<file path="config.mk">
export PLATFORM = sky130hd
export DESIGN_NAME = nor_cmd_engine
export DESIGN_NICKNAME = d
export VERILOG_FILES = /design/src/rtl/nor_cmd_pkg.sv /design/src/rtl/nor_spi_shift.sv /design/src/rtl/nor_addr_ctr.sv /design/src/rtl/nor_cmd_engine.sv
export SDC_FILE = /design/constraint.sdc
export NUM_CORES = 1
export LEC_CHECK = 0
export ABC_CLOCK_PERIOD_IN_PS = 2600
export BUFFER_PORTS_ARGS = -buffer_cell sky130_fd_sc_hd__buf_2
export CORE_MARGIN = 3
export CORE_UTILIZATION = 25
export CTS_CLUSTER_DIAMETER = 120
export DETAILED_ROUTE_END_ITERATION = 8
export SLEW_MARGIN = 20
export SYNTH_ARGS = -nofsm -noshare
export SYNTH_HDL_FRONTEND = slang
export SYNTH_HIERARCHICAL = 1
export SYNTH_SLANG_ARGS = --single-unit
</file>
<file path="constraint.sdc">
create_clock -name clk_i -period 2.6 [get_ports clk_i]
set_clock_uncertainty 0.15 [all_clocks]
set_input_delay 0.52 -clock clk_i [delete_from_list [all_inputs] [get_ports clk_i]]
set_output_delay 0.52 -clock clk_i [all_outputs]
set_load 0.01 [all_outputs]
</file>
<file path="src/rtl/nor_cmd_pkg.sv">
package nor_cmd_pkg;
  localparam logic [4:0] A_CMD    = 5'h00;
  localparam logic [4:0] A_CNT    = 5'h01;
  localparam logic [4:0] A_KEY    = 5'h02;
  localparam logic [4:0] A_STAT   = 5'h03;
  localparam logic [4:0] A_ADDR_L = 5'h06;  // address bytes descend in offset
  localparam logic [4:0] A_RDATA  = 5'h07;
  localparam logic [4:0] A_WDATA  = 5'h08;
  localparam logic [4:0] A_RAW0   = 5'h10;

  localparam int B_RAW  = 0;
  localparam int B_STAT = 1;
  localparam int B_RD   = 2;
  localparam int B_WR   = 3;
  localparam int B_AINC = 7;

  localparam logic [7:0] OP_WREN = 8'h06;
  localparam logic [7:0] OP_RDSR = 8'h05;
  localparam logic [7:0] OP_READ = 8'h03;
  localparam logic [7:0] OP_PP   = 8'h02;

  typedef enum logic [2:0] {SQ_IDLE, SQ_GO1, SQ_WAIT1, SQ_GO2, SQ_WAIT2} seq_e;
endpackage

</file>
<file path="src/rtl/nor_spi_shift.sv">
module nor_spi_shift #(
  parameter int MAXB = 48,
  localparam int CW  = $clog2(MAXB + 1)
) (
  input  logic            clk_i,
  input  logic            rst_ni,
  input  logic            start_i,
  input  logic [MAXB-1:0] tx_i,
  input  logic [CW-1:0]   nbits_i,
  output logic            done_o,
  output logic [7:0]      rx_o,
  output logic            cs_no,
  output logic            sck_o,
  output logic            mosi_o,
  input  logic            miso_i
);
  logic            active_q, ph_q, sck_q, done_q;
  logic [CW-1:0]   cnt_q;
  logic [MAXB-1:0] tx_q;
  logic [7:0]      rx_q;

  always_ff @(posedge clk_i or negedge rst_ni) begin
    if (!rst_ni) begin
      active_q <= 1'b0; ph_q <= 1'b0; sck_q <= 1'b0; done_q <= 1'b0;
      cnt_q <= '0; tx_q <= '0; rx_q <= '0;
    end else begin
      done_q <= 1'b0;
      if (!active_q) begin
        if (start_i) begin
          if (nbits_i == '0) begin
            done_q <= 1'b1;
          end else begin
            active_q <= 1'b1; tx_q <= tx_i; cnt_q <= nbits_i;
            ph_q <= 1'b0; sck_q <= 1'b0;
          end
        end
      end else if (!ph_q) begin
        ph_q  <= 1'b1;
        sck_q <= 1'b1;
        rx_q  <= {rx_q[6:0], miso_i};
      end else begin
        ph_q  <= 1'b0;
        sck_q <= 1'b0;
        tx_q  <= tx_q << 1;
        cnt_q <= cnt_q - 1'b1;
        if (cnt_q == CW'(1)) begin
          active_q <= 1'b0;
          done_q   <= 1'b1;
        end
      end
    end
  end

  assign done_o = done_q;
  assign rx_o   = rx_q;
  assign cs_no  = ~active_q;
  assign sck_o  = sck_q;
  assign mosi_o = active_q & tx_q[MAXB-1];

  a_r9_mosi_stable_on_rise: assert property (@(posedge clk_i) disable iff (!rst_ni)
    $rose(sck_o) |-> $stable(mosi_o));
  a_r8_start_only_idle: assert property (@(posedge clk_i) disable iff (!rst_ni)
    start_i |-> cs_no);
endmodule

</file>
<file path="src/rtl/nor_addr_ctr.sv">
module nor_addr_ctr #(
  parameter int NBYTES = 3,
  localparam int AW    = NBYTES * 8
) (
  input  logic              clk_i,
  input  logic              rst_ni,
  input  logic [NBYTES-1:0] ld_i,
  input  logic [7:0]        ld_data_i,
  input  logic              inc_i,
  output logic [AW-1:0]     addr_o
);
  logic [AW-1:0] addr_q, addr_d;

  always_comb begin
    addr_d = inc_i ? addr_q + AW'(1) : addr_q;
    for (int b = 0; b < NBYTES; b++)
      if (ld_i[b]) addr_d[8*b +: 8] = ld_data_i;
  end

  always_ff @(posedge clk_i or negedge rst_ni) begin
    if (!rst_ni) addr_q <= '0;
    else         addr_q <= addr_d;
  end

  assign addr_o = addr_q;
endmodule

</file>
<file path="src/rtl/nor_cmd_engine.sv">
module nor_cmd_engine
  import nor_cmd_pkg::*;
#(
  parameter int         RAW_BYTES  = 6,
  parameter int         ADDR_BYTES = 3,
  parameter logic [7:0] UNLOCK_KEY = 8'h30
) (
  input  logic       clk_i,
  input  logic       rst_ni,
  input  logic [4:0] addr_i,
  input  logic [7:0] wdata_i,
  input  logic       we_i,
  output logic [7:0] rdata_o,
  output logic       spi_cs_no,
  output logic       spi_sck_o,
  output logic       spi_mosi_o,
  input  logic       spi_miso_i
);
  localparam int MAXB  = RAW_BYTES * 8;
  localparam int CW    = $clog2(MAXB + 1);
  localparam int AW    = ADDR_BYTES * 8;
  localparam int FULLB = 16 + AW;
  localparam int PADB  = MAXB - FULLB;

  logic [3:0]  trig_q;
  logic        ainc_q;
  logic [7:0]  cnt_q, key_q, stat_q, rdata_q, wdata_q;
  logic [7:0]  raw_q [RAW_BYTES];
  seq_e        seq_q;

  logic            busy, unlocked, reg_we, accept, sh_done, fin, start;
  logic [3:0]      sel;
  logic [7:0]      sh_rx;
  logic [MAXB-1:0] tx_sel;
  logic [CW-1:0]   n_sel;
  logic [AW-1:0]   addr_w;
  logic [ADDR_BYTES-1:0] addr_ld;

  assign busy     = |trig_q;
  assign unlocked = (key_q == UNLOCK_KEY);
  assign reg_we   = we_i && !busy;
  assign accept   = reg_we && addr_i == A_CMD && unlocked && |wdata_i[3:0];
  assign sel      = wdata_i[3:0] & (~wdata_i[3:0] + 4'd1);  // lowest bit wins
  assign start    = (seq_q == SQ_GO1) || (seq_q == SQ_GO2);
  assign fin      = sh_done && ((seq_q == SQ_WAIT2) || (seq_q == SQ_WAIT1 && !trig_q[B_WR]));

  generate
    for (genvar b = 0; b < ADDR_BYTES; b++) begin : g_ald
      assign addr_ld[b] = reg_we && addr_i == 5'(A_ADDR_L - b);
    end
    for (genvar i = 0; i < RAW_BYTES; i++) begin : g_raw
      always_ff @(posedge clk_i or negedge rst_ni) begin
        if (!rst_ni) raw_q[i] <= '0;
        else if (reg_we && addr_i == 5'(A_RAW0 + i)) raw_q[i] <= wdata_i;
      end
    end
  endgenerate

  always_comb begin
    tx_sel = '0;
    n_sel  = '0;
    if (trig_q[B_RAW]) begin
      for (int i = 0; i < RAW_BYTES; i++) tx_sel[8*i +: 8] = raw_q[i];
      n_sel = (32'(cnt_q) > MAXB) ? CW'(MAXB) : CW'(cnt_q);
    end else if (trig_q[B_STAT]) begin
      tx_sel = MAXB'(OP_RDSR) << (MAXB - 8);
      n_sel  = CW'(16);
    end else if (trig_q[B_RD]) begin
      tx_sel = MAXB'({OP_READ, addr_w, 8'h00}) << PADB;
      n_sel  = CW'(FULLB);
    end else if (trig_q[B_WR]) begin
      if (seq_q == SQ_GO2) begin
        tx_sel = MAXB'({OP_PP, addr_w, wdata_q}) << PADB;
        n_sel  = CW'(FULLB);
      end else begin
        tx_sel = MAXB'(OP_WREN) << (MAXB - 8);
        n_sel  = CW'(8);
      end
    end
  end

  always_ff @(posedge clk_i or negedge rst_ni) begin
    if (!rst_ni) begin
      trig_q <= '0; ainc_q <= 1'b0; cnt_q <= '0; key_q <= '0;
      stat_q <= '0; rdata_q <= '0; wdata_q <= '0; seq_q <= SQ_IDLE;
    end else begin
      if (we_i && addr_i == A_KEY) key_q <= wdata_i;
      if (reg_we && addr_i == A_CNT)   cnt_q   <= wdata_i;
      if (reg_we && addr_i == A_WDATA) wdata_q <= wdata_i;
      if (reg_we && addr_i == A_CMD)   ainc_q  <= wdata_i[B_AINC];
      if (accept) begin
        trig_q <= sel;
        seq_q  <= SQ_GO1;
      end
      case (seq_q)
        SQ_GO1:   seq_q <= SQ_WAIT1;
        SQ_GO2:   seq_q <= SQ_WAIT2;
        SQ_WAIT1: if (sh_done) seq_q <= trig_q[B_WR] ? SQ_GO2 : SQ_IDLE;
        SQ_WAIT2: if (sh_done) seq_q <= SQ_IDLE;
        default: ;
      endcase
      if (fin) begin
        trig_q <= '0;
        if (trig_q[B_STAT]) stat_q  <= sh_rx;
        if (trig_q[B_RD])   rdata_q <= sh_rx;
      end
    end
  end

  nor_addr_ctr #(.NBYTES(ADDR_BYTES)) u_addr (
    .clk_i, .rst_ni,
    .ld_i      (addr_ld),
    .ld_data_i (wdata_i),
    .inc_i     (fin && ainc_q && (trig_q[B_RD] || trig_q[B_WR])),
    .addr_o    (addr_w)
  );

  nor_spi_shift #(.MAXB(MAXB)) u_shift (
    .clk_i, .rst_ni,
    .start_i (start),
    .tx_i    (tx_sel),
    .nbits_i (n_sel),
    .done_o  (sh_done),
    .rx_o    (sh_rx),
    .cs_no   (spi_cs_no),
    .sck_o   (spi_sck_o),
    .mosi_o  (spi_mosi_o),
    .miso_i  (spi_miso_i)
  );

  always_comb begin
    rdata_o = '0;
    case (addr_i)
      A_CMD:   rdata_o = {ainc_q, 3'b000, trig_q};
      A_CNT:   rdata_o = cnt_q;
      A_KEY:   rdata_o = {7'b0, unlocked};
      A_STAT:  rdata_o = stat_q;
      A_RDATA: rdata_o = rdata_q;
      A_WDATA: rdata_o = wdata_q;
      default: ;
    endcase
    for (int b = 0; b < ADDR_BYTES; b++)
      if (addr_i == 5'(A_ADDR_L - b)) rdata_o = addr_w[8*b +: 8];
    for (int i = 0; i < RAW_BYTES; i++)
      if (addr_i == 5'(A_RAW0 + i)) rdata_o = raw_q[i];
  end

  a_r4_trig_onehot: assert property (@(posedge clk_i) disable iff (!rst_ni)
    $onehot0(trig_q));
  a_r4_r8_trig_held: assert property (@(posedge clk_i) disable iff (!rst_ni)
    (busy && !fin) |=> $stable(trig_q));
  a_r2_locked_no_start: assert property (@(posedge clk_i) disable iff (!rst_ni)
    (!unlocked && !busy) |=> !busy);
  a_r9_cs_only_when_busy: assert property (@(posedge clk_i) disable iff (!rst_ni)
    !spi_cs_no |-> busy);
  a_r10_addr_advance: assert property (@(posedge clk_i) disable iff (!rst_ni)
    (fin && ainc_q && (trig_q[B_RD] || trig_q[B_WR])) |=> addr_w == $past(addr_w) + AW'(1));
endmodule

</file>
==> Yosys cells after proc, flatten, opt, wreduce, memory -nomap -nowiden <==
Index checks and enable logic that the tools add are counted.
{ "op_classes": {"muxes": 54, "order_cmp": 1, "eq_ne": 22, "add_sub_neg": 3, "bitwise": 5, "reduce_logical": 39} }
{ "op_table": {"columns": ["op", "n"], "rows": [
  ["48-bit 2-to-1 mux", 5],
  ["43-bit 2-to-1 mux", 4],
  ["8-bit 2-to-1 mux", 12],
  ["6-bit 2-to-1 mux", 10],
  ["8-bit case mux with 6 select lines", 1],
  ["5-bit == test (second input constant)", 6],
  ["24-bit by 1-bit adder with 24-bit output (second input constant)", 1],
  ["24-bit 2-to-1 mux", 1],
  ["5-bit by 3-bit == test with 1-bit output (second input constant)", 4],
  ["1-bit logical AND", 20],
  ["1-bit 2-to-1 mux", 14],
  ["3-bit case mux with 4 select lines", 1],
  ["5-bit by 2-bit == test with 1-bit output (second input constant)", 2],
  ["2-bit nonzero test", 5],
  ["3-bit 2-to-1 mux", 3],
  ["8-bit by 6-bit == test with 1-bit output (second input constant)", 1],
  ["8-bit by 6-bit > comparator with 1-bit output (second input constant)", 1],
  ["4-bit 2-to-1 mux", 2],
  ["2-bit AND reduction", 4],
  ["4-bit OR reduction", 2],
  ["3-bit by 2-bit == test with 1-bit output (second input constant)", 2],
  ["6-bit by 1-bit == test with 1-bit output (second input constant)", 1],
  ["6-bit zero test", 1],
  ["6-bit by 1-bit subtractor with 6-bit output (second input constant)", 1],
  ["16 further kinds", 20]
]} }
{ "totals": {"reg_bits": 185, "output_inout_bits": 11} }

==> Logic depth before layout (Yosys ltp) <==
{ "depth": {"ltp_word": 11, "depth_mapped": 11} }

==> Modules after synthesis <==
The synthesis kept the hierarchy.
{ "modules_own_cells": {"columns": ["module", "cells_each", "instances", "area_each_um2", "seq_area_each_um2"], "rows": [
  ["nor_cmd_engine", 536, 1, 5609.1, 2402.3],
  ["nor_spi_shift", 287, 1, 3266.9, 1626.6],
  ["nor_addr_ctr", 151, 1, 1337.5, 600.6]
]} }

==> Worst setup path after synthesis <==
No wires, ideal clock.
{ "synth_path": {"path_type": "register to register", "startpoint": "register seq_q[2]", "endpoint": "register u_addr.addr_q[23] (netlist: u_addr/addr_o[23])", "n_path_buf": 3, "arrival_time_ps": 2431, "required_time_ps": 2326, "path_stages_with_launch": 12, "path_slack_ps": -105, "path_cell_list": "dfrtp_1 clkbuf_1 nor3b_1 a21oi_1 nor2_1 and3b_1 and4_1 buf_2 nand2_1 buf_2 o31a_1 o31a_1"} }
{ "synth_between": {"elab_chain_len": 7} }
{ "synth_lines": {"columns": ["element", "line", "rtl"], "rows": [
  ["start: declaration", "nor_cmd_engine.sv:29", "seq_e seq_q;"],
  ["start signal: assignment", "nor_cmd_engine.sv:98", "SQ_WAIT1: if (sh_done) seq_q <= trig_q[B_WR] ? SQ_GO2 : SQ_IDLE;"],
  ["3-bit by 2-bit == test with 1-bit output", "nor_cmd_engine.sv:45", "assign fin = sh_done && ((seq_q == SQ_WAIT2) || (seq_q == SQ_WAIT1 && !trig_q[B_WR]));"],
  ["1-bit logical AND", "nor_cmd_engine.sv:45", null],
  ["1-bit logical OR *", "nor_cmd_engine.sv:45", null],
  ["1-bit logical AND *", "nor_cmd_engine.sv:45", null],
  ["1-bit logical AND * (2 in series)", "nor_cmd_engine.sv:114", ".inc_i (fin && ainc_q && (trig_q[B_RD] || trig_q[B_WR])),"],
  ["2-bit nonzero test (no line) *", null, null],
  ["end signal: assignment", "nor_addr_ctr.sv:22", "else addr_q <= addr_d;"],
  ["end: declaration", "nor_addr_ctr.sv:12", "logic [AW-1:0] addr_q, addr_d;"]
]} }
Mark *: on every way between the ends. The rest lies on a longest branch, timed or not.
A chain may end at the register's enable or synchronous reset.

==> Final worst setup path <==
{ "layout_path": {"startpoint": "input port addr_i[4]", "endpoint": "output port rdata_o[6]"} }
{ "layout_between": {"elab_chain_len": 11} }
{ "layout_lines": {"columns": ["element", "line", "rtl"], "rows": [
  ["start: declaration", "nor_cmd_engine.sv:10", "input logic [4:0] addr_i,"],
  ["5-bit by 4-bit == test with 1-bit output, or another cell as far along", "nor_cmd_engine.sv:133", "case (addr_i)"],
  ["8-bit case mux with 6 select lines", "nor_cmd_engine.sv:133", null],
  ["8-bit 2-to-1 mux (3 in series)", "nor_cmd_engine.sv:143", "if (addr_i == 5'(A_ADDR_L - b)) rdata_o = addr_w[8*b +: 8];"],
  ["8-bit 2-to-1 mux (5 in series)", "nor_cmd_engine.sv:145", "if (addr_i == 5'(A_RAW0 + i)) rdata_o = raw_q[i];"],
  ["8-bit 2-to-1 mux *", "nor_cmd_engine.sv:145", null],
  ["end: declaration", "nor_cmd_engine.sv:13", "output logic [7:0] rdata_o,"]
]} }
Marks and branches as above.

==> summary.txt <==
Clock Sinks = 185
Seq cells post-synth = 185
Crit-path cells = buf_12 -> or3b_4 -> nor2_4 -> a22oi_2 -> a211o_1 -> a221oi_4 -> buf_2
Inserted Clock Buffers = 17
Worst-path clk slew = 0.07 ns
Worst R2R End = u_addr/addr_o[18]
Maxcap violations = 0
Status = finished, violations left
Post-layout net count = 1140
GP Congestion = 0.9692
Clk pwr share = 35.1%
Initial Util = 25.53%
Total congestion overflow = 0
Layout cells sized above 1 = 38.34%
Synth-to-layout area growth = 29.36%
Slowest CP cell = or3b_4
Synth unique cells = 81
Routed vias/inst = 5.140
Sequential-to-total area share from yosys stat = 45.33%
CTS Root Cell = clkbuf_16
Mux contribution to synthesized area = 16.16%
I/O pins = 28
Flop-to-flop setup slack = -0.02 ns
DRT iter0 DRCs = 720
CP delay by family, top = compound AO/OA/AOI/OAI gates
Syn nets = 994
Startpoint types = input pin
Placed insts = 1594
Period utilisation layout = 107.3%
Die footprint = 43320 µm²
Routed wire length = 33240 µm
Std-Cell Rows = 73
Adder-cell share of the synthesized area = 0.3675%
Net Sw Power = 2.296 mW
CP Capture Type = output pin
Simple-gate share of the synthesized area = 15.44%
Die width = 208.1 µm
Mean post-synth cell area = 10.49 µm²
Synth Area in Compound Gates = 17.54%
WL per Instance = 20.06 µm
Hold Vio Cnt, Final = 0
Pwr dens = 574.1 nW/µm²
RSZ-0062 raised after global routing = yes
Final worst setup slack = -0.1901 ns
Type of the worst setup path = input pin to output pin
VDD IR max = 0.3688 mV
Initial antenna violation count = 0
Pins Over Slew Limit = 0
Comb power frac = 16.9%
DRC viols = 0
Worst skew pair latency = 0.45 ns
Worst R2R Path Depth = 8
Overall routing resource usage = 15.19%
Drt pass-1 iters = 5
CP Data Required Time = 1.93 ns
Vias post-DR = 8517
Post-synth EDFFs = 0
Vias in the first global route = 8410
Sw Share = 30.27%
CTS tree = built
Final std cells w/o fill = 1657
H-tree depth = 4
I/O Buffers = 27
Hold_ws = 0.1569 ns
Ys flop type = dfrtp_1
Die boundary height = 208.1 µm
Cell area after synthesis = 10210 µm²
First-pass GRT wire length = 51070 µm
Number of inserted diodes = 0
Ys Warns = 6
Crit path max fanout = 4
Int Pwr = 5.289 mW
Final min period = 2.790 ns
Final ANT Viol Nets = 0
R2r startpoint = trig_q[3]
Flop pwr share = 48.0%
Least-Margin Pin Slew = 0.5966 ns
XOR/XNOR share of the synthesized area = 1.372%
Failing checks = setup timing
DP HPWL = 24190 µm
CTS Buffer Depth = 2
Core Box Area = 40010 µm²
Slew HR = 59.92%
Leak pwr = 5.510 nW
Post-synth ARST share = 100.0%
Max Fclk = 358.4 MHz
Largest net degree at the start of global routing = 61
Tightest Hold Check Type = input pin to register
Cell depth of the worst setup path = 7
Setup Viol. Count Final = 7
WP data arrival = 2.12 ns
Critical Path End = rdata_o[6]
Crit path buffers/inverters = 2
Cells after Synth = 974
Crit path largest cell delay = 0.41 ns
Worst setup path start = addr_i[4]
Largest family of logic cells by synthesized area = compound AO/OA/AOI/OAI gates
## stage by stage
step / utilization [%] / power, mW / setup slack [ns] / instance area [µm²] / setup TNS [ns]
6_report: 33.03 / 7.585 / -0.1901 / 13210 / -0.7448
5_1_grt: 33.03 / 7.863 / -0.2259 / 13210 / -1.241
4_1_cts: 32.45 / 7.523 / -0.2065 / 12980 / -0.5989
3_5_place_dp: 29.39 / 4.731 / -0.3572 / 11760 / -2.155
3_3_place_gp: 29.39 / 4.694 / -0.3325 / 11760 / -2.659
2_1_floorplan: - / 4.071 / 0.003193 / 10220 / 0
## layer usage
metal,vias to the layer above,track usage [%],share of wire (%)
met1,4273,21.29,45
met4,2,4.464,2.3
met3,55,2.578,6.4
met2,290,24.05,46
met5,-,0.8899,0.15
li1,3897,-,-
## state kept, by name, summed over array words and instances, names as in the netlist, 3 cells and up
| name | cells |
|---|---|
| u_shift/rx_o | 8 |
| rdata_q | 8 |
| key_q | 8 |
| seq_q | 3 |
| trig_q | 4 |
| u_shift/tx_q | 48 |
| u_addr/addr_o | 24 |
| stat_q | 8 |
| cnt_q | 8 |
| raw_q | 48 |
| wdata_q | 8 |
| u_shift/cnt_q | 6 |
## worst min-delay path by stage
stage / from / to / slack, ns / cells past startpoint
5_1_grt: spi_miso_i / u_shift/rx_o[0] / 0.17 / 2
3_3_place_gp: key_q[5] / key_q[5] / 0.34 / 1
2_1_floorplan: rst_ni / ainc_q / 0.07 / 0
3_5_place_dp: key_q[5] / key_q[5] / 0.34 / 1
4_1_cts: spi_miso_i / u_shift/rx_o[0] / 0.15 / 2
6_report: spi_miso_i / u_shift/rx_o[0] / 0.16 / 2
## synthesized netlist by cell type, types with 6 or more instances
cell type  count  share of area (%)
and3_1         8               0.49
or3_1          6               0.37
xor2_1        11               0.94
nor2b_1       12               0.74
clkbuf_1      23               0.85
a21oi_1       37                1.8
and2_1        21                1.3
buf_2         25                1.2
a22o_1        35                3.0
dfrtp_1      185                 45
or4_1          8               0.59
nor2_1        88                3.2
a31oi_1       18                1.1
o22ai_1        8               0.49
nand3_1       18               0.88
nand4_1       15               0.92
nor3_1        10               0.49
mux2_2        83                9.2
mux2i_1       58                5.7
a21oi_2       40                3.4
o21ai_0       38                1.9
nand2b_1      13               0.80
nand2_1       60                2.2
inv_1         13               0.48
mux2_1         8               0.88
buf_4          7               0.51
o31ai_1        7               0.51
## what timing repair did
item,4_1_cts,5_1_grt
gates cloned,1,0
hold buffers,1,0
setup endpoints to repair,10,33
setup buffers,21,10
pin swaps,29,24
gates resized for setup,103,31
endpoints found under the hold margin,54,0
## kinds of logic after synthesis
family,count (synthesis)
muxes,151
AOI/OAI and AO/OA,245
DFF,185
xor gates and xnor gates,16
adders and majority gates,3
and+or+nand+nor,296
buffers and inverters,78
## layout by cell type (no fill, tap or decap), types with 7 or more instances in the layout
cell,synthesis,layout
nor2_1,88,81
nand3_1,18,17
clkbuf_16,0,17
a21oi_1,37,30
nand2b_1,13,10
a22o_1,35,35
mux2_2,83,82
dfrtp_1,185,180
inv_1,13,13
buf_2,25,18
nor2b_1,12,8
buf_4,7,134
buf_6,5,18
nand4_1,15,15
nand2_1,60,55
mux2i_1,58,57
buf_12,0,13
a21oi_2,40,47
and2_1,21,16
a31oi_1,18,14
mux2_1,8,8
xor2_1,11,11
or4_1,8,7
nor3_1,10,9
and3_1,8,8
o21ai_0,38,34
## worst register-to-register path: stages (launching register included)
cell	delay (ns)
dfrtp_2	0.43
nor3b_2	0.17
a21oi_1	0.07
nor2_2	0.14
and3b_2	0.28
nand4_1	0.16
or4_4	0.62
or3_4	0.36
a31oi_4	0.18
## area by class of cell
class | count | area [µm²]
clock buffers | 19 | 442.9
clock inverters | 12 | 140.1
fillers | 4098 | 26790
inverters | 16 | 60.06
multi-input cells | 711 | 5614
flip-flops and latches | 185 | 4638
well taps | 525 | 656.9
repair buffers | 189 | 1660
## power by group through the flow
stage	sequential (mW)	clock, mW	combinational (mW)
6_report	3.64	2.66	1.28
3_5_place_dp	3.66	0	1.07
4_1_cts	3.60	2.69	1.23
2_1_floorplan	3.47	0	0.605
5_1_grt	3.67	2.81	1.39
3_3_place_gp	3.65	0	1.05
Note: power is estimated with default switching activity, not from simulation.
